## src/rtl/dfe_pkg.sv

```systemverilog
package dfe_pkg;

    typedef enum logic [2:0] {
        CC_EQ     = 3'd0,
        CC_NE     = 3'd1,
        CC_ULT    = 3'd2,
        CC_UGE    = 3'd3,
        CC_LT     = 3'd4,
        CC_GE     = 3'd5,
        CC_ALWAYS = 3'd6,
        CC_NEVER  = 3'd7
    } cc_e;

    localparam int SR_W   = 3;
    localparam int SR_Z   = 0;
    localparam int SR_C   = 1;
    localparam int SR_T   = 2;

endpackage

```

## src/rtl/dfe_snapshot.sv

```systemverilog
module dfe_snapshot
    import dfe_pkg::*;
#(
    parameter int DATA_W = 16
) (
    input  logic              clk,
    input  logic              rst_n,
    input  logic              upd_en,
    input  logic [DATA_W-1:0] res_in,
    input  logic              carry_in,
    input  logic [2:0]        cc_in,
    input  logic              wr_en,
    input  logic [SR_W-1:0]   wr_val,
    output logic [DATA_W-1:0] snap_res,
    output logic              snap_carry,
    output logic [2:0]        snap_cc
);

    localparam logic [DATA_W-1:0] NONZERO = {{(DATA_W-1){1'b0}}, 1'b1};

    typedef struct packed {
        logic [DATA_W-1:0] res;
        logic              carry;
        logic [2:0]        cc;
    } snap_t;

    snap_t snap_d, snap_q;

    always_comb begin
        snap_d = snap_q;
        if (wr_en) begin
            snap_d.res   = wr_val[SR_Z] ? '0 : NONZERO;
            snap_d.carry = wr_val[SR_C];
            snap_d.cc    = wr_val[SR_T] ? CC_ALWAYS : CC_NEVER;
        end else if (upd_en) begin
            snap_d.res   = res_in;
            snap_d.carry = carry_in;
            snap_d.cc    = cc_in;
        end
    end

    always_ff @(posedge clk or negedge rst_n) begin
        if (!rst_n) begin
            snap_q.res   <= '0;
            snap_q.carry <= 1'b0;
            snap_q.cc    <= CC_NEVER;
        end else begin
            snap_q <= snap_d;
        end
    end

    assign snap_res   = snap_q.res;
    assign snap_carry = snap_q.carry;
    assign snap_cc    = snap_q.cc;


    write_wins_chk: assert property (@(posedge clk) disable iff (!rst_n)
        (wr_en && upd_en) |=> (snap_cc == CC_ALWAYS || snap_cc == CC_NEVER));


    restore_res_chk: assert property (@(posedge clk) disable iff (!rst_n)
        wr_en |=> ((snap_res == '0) == $past(wr_val[SR_Z])));

endmodule

```

## src/rtl/dfe_derive.sv

```systemverilog
module dfe_derive
    import dfe_pkg::*;
#(
    parameter int DATA_W = 16
) (
    input  logic [DATA_W-1:0] snap_res,
    input  logic              snap_carry,
    input  logic [2:0]        snap_cc,
    output logic              z_o,
    output logic              c_o,
    output logic              t_o
);

    localparam int MSB = DATA_W - 1;

    logic zero_w;
    logic sign_w;

    always_comb begin
        zero_w = ~|snap_res;
        sign_w = snap_res[MSB];
        unique case (cc_e'(snap_cc))
            CC_EQ:     t_o = zero_w;
            CC_NE:     t_o = ~zero_w;
            CC_ULT:    t_o = snap_carry;
            CC_UGE:    t_o = ~snap_carry;
            CC_LT:     t_o = sign_w;
            CC_GE:     t_o = ~sign_w;
            CC_ALWAYS: t_o = 1'b1;
            default:   t_o = 1'b0;
        endcase
        z_o = zero_w;
        c_o = snap_carry;
    end

endmodule

```

## src/rtl/deferred_flag_unit.sv

```systemverilog
module deferred_flag_unit
    import dfe_pkg::*;
#(
    parameter int DATA_W = 16
) (
    input  logic              clk,
    input  logic              rst_n,
    input  logic              flag_upd,
    input  logic [DATA_W-1:0] alu_result,
    input  logic              alu_cout,
    input  logic [2:0]        cond_code,
    input  logic              sr_wr,
    input  logic [2:0]        sr_wdata,
    output logic              z_flag,
    output logic              c_flag,
    output logic              t_flag,
    output logic [2:0]        sr_rdata
);

    logic [DATA_W-1:0] snap_res;
    logic              snap_carry;
    logic [2:0]        snap_cc;

    dfe_snapshot #(.DATA_W(DATA_W)) u_snap (
        .clk        (clk),
        .rst_n      (rst_n),
        .upd_en     (flag_upd),
        .res_in     (alu_result),
        .carry_in   (alu_cout),
        .cc_in      (cond_code),
        .wr_en      (sr_wr),
        .wr_val     (sr_wdata),
        .snap_res   (snap_res),
        .snap_carry (snap_carry),
        .snap_cc    (snap_cc)
    );

    dfe_derive #(.DATA_W(DATA_W)) u_derive (
        .snap_res   (snap_res),
        .snap_carry (snap_carry),
        .snap_cc    (snap_cc),
        .z_o        (z_flag),
        .c_o        (c_flag),
        .t_o        (t_flag)
    );

    always_comb begin
        sr_rdata        = '0;
        sr_rdata[SR_Z]  = z_flag;
        sr_rdata[SR_C]  = c_flag;
        sr_rdata[SR_T]  = t_flag;
    end


    zero_capture_chk: assert property (@(posedge clk) disable iff (!rst_n)
        (flag_upd && !sr_wr) |=> (z_flag == ($past(alu_result) == '0)));


    carry_capture_chk: assert property (@(posedge clk) disable iff (!rst_n)
        (flag_upd && !sr_wr) |=> (c_flag == $past(alu_cout)));


    hold_chk: assert property (@(posedge clk) disable iff (!rst_n)
        (!flag_upd && !sr_wr) |=> $stable(sr_rdata));


    always_true_chk: assert property (@(posedge clk) disable iff (!rst_n)
        (flag_upd && !sr_wr && cond_code == CC_ALWAYS) |=> t_flag);


    restore_chk: assert property (@(posedge clk) disable iff (!rst_n)
        sr_wr |=> (sr_rdata == $past(sr_wdata)));


    reset_chk: assert property (@(posedge clk)
        !rst_n |=> (sr_rdata == 3'b001));

endmodule

```

## config.mk

```make
export PLATFORM = sky130hd
export DESIGN_NAME = deferred_flag_unit
export DESIGN_NICKNAME = d
export VERILOG_FILES = /design/src/rtl/dfe_pkg.sv /design/src/rtl/dfe_snapshot.sv /design/src/rtl/dfe_derive.sv /design/src/rtl/deferred_flag_unit.sv
export SDC_FILE = /design/constraint.sdc
export NUM_CORES = 1
export LEC_CHECK = 0
export ABC_AREA = 0
export BUFFER_PORTS_ARGS = -buffer_cell sky130_fd_sc_hd__buf_2
export CORE_MARGIN = 4
export CORE_UTILIZATION = 45
export DETAILED_ROUTE_END_ITERATION = 12
export PLACE_DENSITY = 0.75
export SYNTH_ARGS = -nofsm -noshare
export SYNTH_HDL_FRONTEND = slang
export SYNTH_HIERARCHICAL = 1
export SYNTH_SLANG_ARGS = --single-unit
```

## constraint.sdc

```tcl
create_clock -name clk -period 3.3 [get_ports clk]
set_clock_uncertainty 0.15 [all_clocks]
set_input_delay 0.165 -clock clk [delete_from_list [all_inputs] [get_ports clk]]
set_output_delay 0.165 -clock clk [all_outputs]
set_load 0.05 [all_outputs]
```

==> key figures <==
Status
  – Status: finished, final reports clean

Yosys
  – Synthesized instance count: 79
  – Cell types occupying the most area after synthesis: dfrtp_1 (46%), mux2i_1 (21%), dfstp_2 (8.5%)
  – Most frequent cell after synthesis: mux2i_1
  – Number of synthesized flops with an enable pin: 0
  – Main flop type after synthesis: dfrtp_1
  – Dominant cell type by area after synthesis: dfrtp_1
  – Top cells by count, synth: mux2i_1 (20), dfrtp_1 (17), nor2_1 (16)
  – Share of the synthesized area in the top cell type: 45.6%
  – YS warnings: 6
  – Async set or reset register ratio after synthesis: 100%
  – FF+latch count, synth: 20
  – Net count after synthesis: 106
  – Proportion of synthesized chip area in sequential cells: 54.1%
  – Cell area after synthesis: 932 µm²
  – Average instance area after synthesis: 11.8 µm²
  – Number of distinct library cells after synthesis: 18

Layout
  – Total Nets Final: 158
  – Layout Utilization: 67.9%
  – Finished layout cell area: 1330 µm²
  – Share of post-route cells with drive strength above 1: 30.8%
  – Antenna Diode Count: 0
  – Final cell count without fillers: 157
  – Area grow syn2layout: 42.8%

Floorplanning
  – Row Count: 16
  – Number of placed I/O pins: 33
  – Initial standard-cell utilization of the core: 47.5%
  – Die width: 53.5 µm
  – Standard cell core area: 1960 µm²
  – Die Area: 2860 µm²
  – Die Y: 53.5 µm

Min path
  – Capture endpoint of the worst hold path: u_snap/snap_cc[0]
  – Critical hold path startpoint: cond_code[0]
  – Hold path depth: 3
  – Min-Delay Path Class: in -> reg

Place
  – Number of buffers inserted by port buffering: 32
  – Setup slack after placement: 1.44 ns
  – RD Place Congestion: 0.630
  – Detailed placer's ending HPWL: 1270 µm
  – Number of cells after detailed placement: 130
  – Post-DP Area: 1060 µm²

Global routing
  – Number of antenna violations at the first check in global routing: 0
  – Overall track demand over capacity in global routing: 16.0%
  – Global-route wire length before repair: 3300 µm
  – Remaining global-route overflow: 0
  – Via count of the first global-routing pass: 791
  – Maximum number of pins on one net before global-route repair: 23

Clocking
  – Root Driver: clkbuf_4
  – Clock edge transition at the registers on the reported setup and hold paths: 0.11 ns
  – TritonCTS clock tree: yes
  – Depth of the CTS H-tree: 1
  – Post-CTS setup repair buffer count: 0
  – Clock Path Buffers: 2
  – Sink Count: 20
  – TritonCTS buffer count: 3
  – Skew-Pair Late Insertion Delay: 0.29 ns

Timing
  – Slew @ Worst Pin: 0.585 ns
  – Final worst hold slack: 0.0161 ns
  – Max Fclk: 451 MHz
  – Count of endpoints failing setup in the final report: 0
  – Minimum period implied by the final worst setup slack: 2.22 ns
  – Final sum of negative setup slack: 0 ns
  – Slew headroom: 61.0%
  – Period utilization: 67.2%
  – Final max-slew violation count: 0
  – Final hold violation count: 0
  – Setup slack after layout: 1.08 ns
  – Setup repair after global routing missed its margin: false

Worst setup path
  – Type of the worst setup path: reg -> out
  – Top fanout value on the critical path: 3
  – Launching point of the worst reg2reg path: u_snap/snap_carry
  – Crit Reg-Reg Endpoint: u_snap/snap_carry
  – Worst Reg2Reg Path Length in Cells: 3
  – Start point of the critical path: u_snap/snap_res[10]
  – Launching element type of the critical path: register
  – Endpoint type of the worst setup path: output port
  – Worst path arrival time: 1.90 ns
  – Worst path required time: 2.98 ns
  – Register-to-register setup slack: 1.83 ns

Detailed routing
  – Drt first-iter violations: 8
  – Final ANT Viol Nets: 0
  – Routed WL per cell: 13.2 µm
  – Number of vias after detailed routing: 747
  – Number of DRC violations after detailed routing: 0
  – Detailed Route WL: 2080 µm
  – Detail-routed via count per cell: 4.76
  – Initial DRT Pass Iterations: 4

Job
  – Number of max-cap violations: 0

Power and ir drop
  – Peak supply drop: 289 µV
  – LEAKAGE: 0.680 nW
  – Total power after layout: 0.545 mW
  – Power density over the cells: 409 nW/µm²
==> routing by layer <==
metal	vias to the layer above	routed length, µm	track usage [%]
met5	-	0	0
met4	0	45	9.36
met3	4	92	0.845
met2	26	1030	28.2
met1	343	914	19.1
li1	374	-	-
==> power by group <==
group | internal, mW | switching [mW] | leakage [nW]
logic | 0.0586 | 0.0721 | 0.405
clock network | 0.0672 | 0.0734 | 0.0210
registers | 0.263 | 0.0105 | 0.254
==> sequential cells by signal, summed over array words and instances (netlist names) <==
register and cells:
u_snap/snap_res 16, u_snap/snap_cc 3, u_snap/snap_carry 1
==> worst max-delay path by stage <==
stage | cells after the start | slack (ns) | endpoint
after floorplan | 5 | 0.49 | sr_rdata[2]
after global placement | 5 | 1.43 | sr_rdata[2]
after detailed placement | 5 | 1.44 | t_flag
after CTS | 5 | 1.09 | t_flag
after global routing | 5 | 0.96 | t_flag
final | 5 | 1.08 | t_flag
==> timing repair <==
item / 4_1_cts / 5_1_grt
resized for setup: 0 / 0
hold buffers: 23 / 0
endpoints found under the hold margin: 40 / 0
==> layout by cell type (no fill, tap or decap), types with 2 or more instances in the layout <==
cell type / instances
nor4_1: 4
dfrtp_1: 17
mux2i_1: 20
a211o_1: 2
buf_2: 32
nor2b_1: 2
dfstp_2: 3
nor2_1: 16
dlygate4sd3_1: 23
clkbuf_4: 3
==> layout make-up <==
class	instances	area [µm²]
fill	164	631
sequential	20	504
timing repair buffer	55	390
multi-input combinational	51	367
clock buffer	4	36.3
tap	27	33.8
==> logic make-up (layout without fill, tap and decap cells) <==
group / count (synthesis) / after routing / synth area share (%)
AND/OR/NAND/NOR: 25 / 25 / 12.6
AO/OA/AOI/OAI: 5 / 5 / 4.29
XOR/XNOR: 1 / 1 / 0.940
buffers and inverters: 8 / 59 / 6.58
multiplexers: 20 / 20 / 21.5
flip-flops: 20 / 20 / 54.1
==> worst max-delay path: stages (launching register included) <==
cell and delay [ns]:
dfrtp_1 0.41, nor4_1 0.35, and4_1 0.33, o31ai_2 0.08, xnor2_1 0.16, buf_2 0.29
Power figures use the tool's default switching activity.
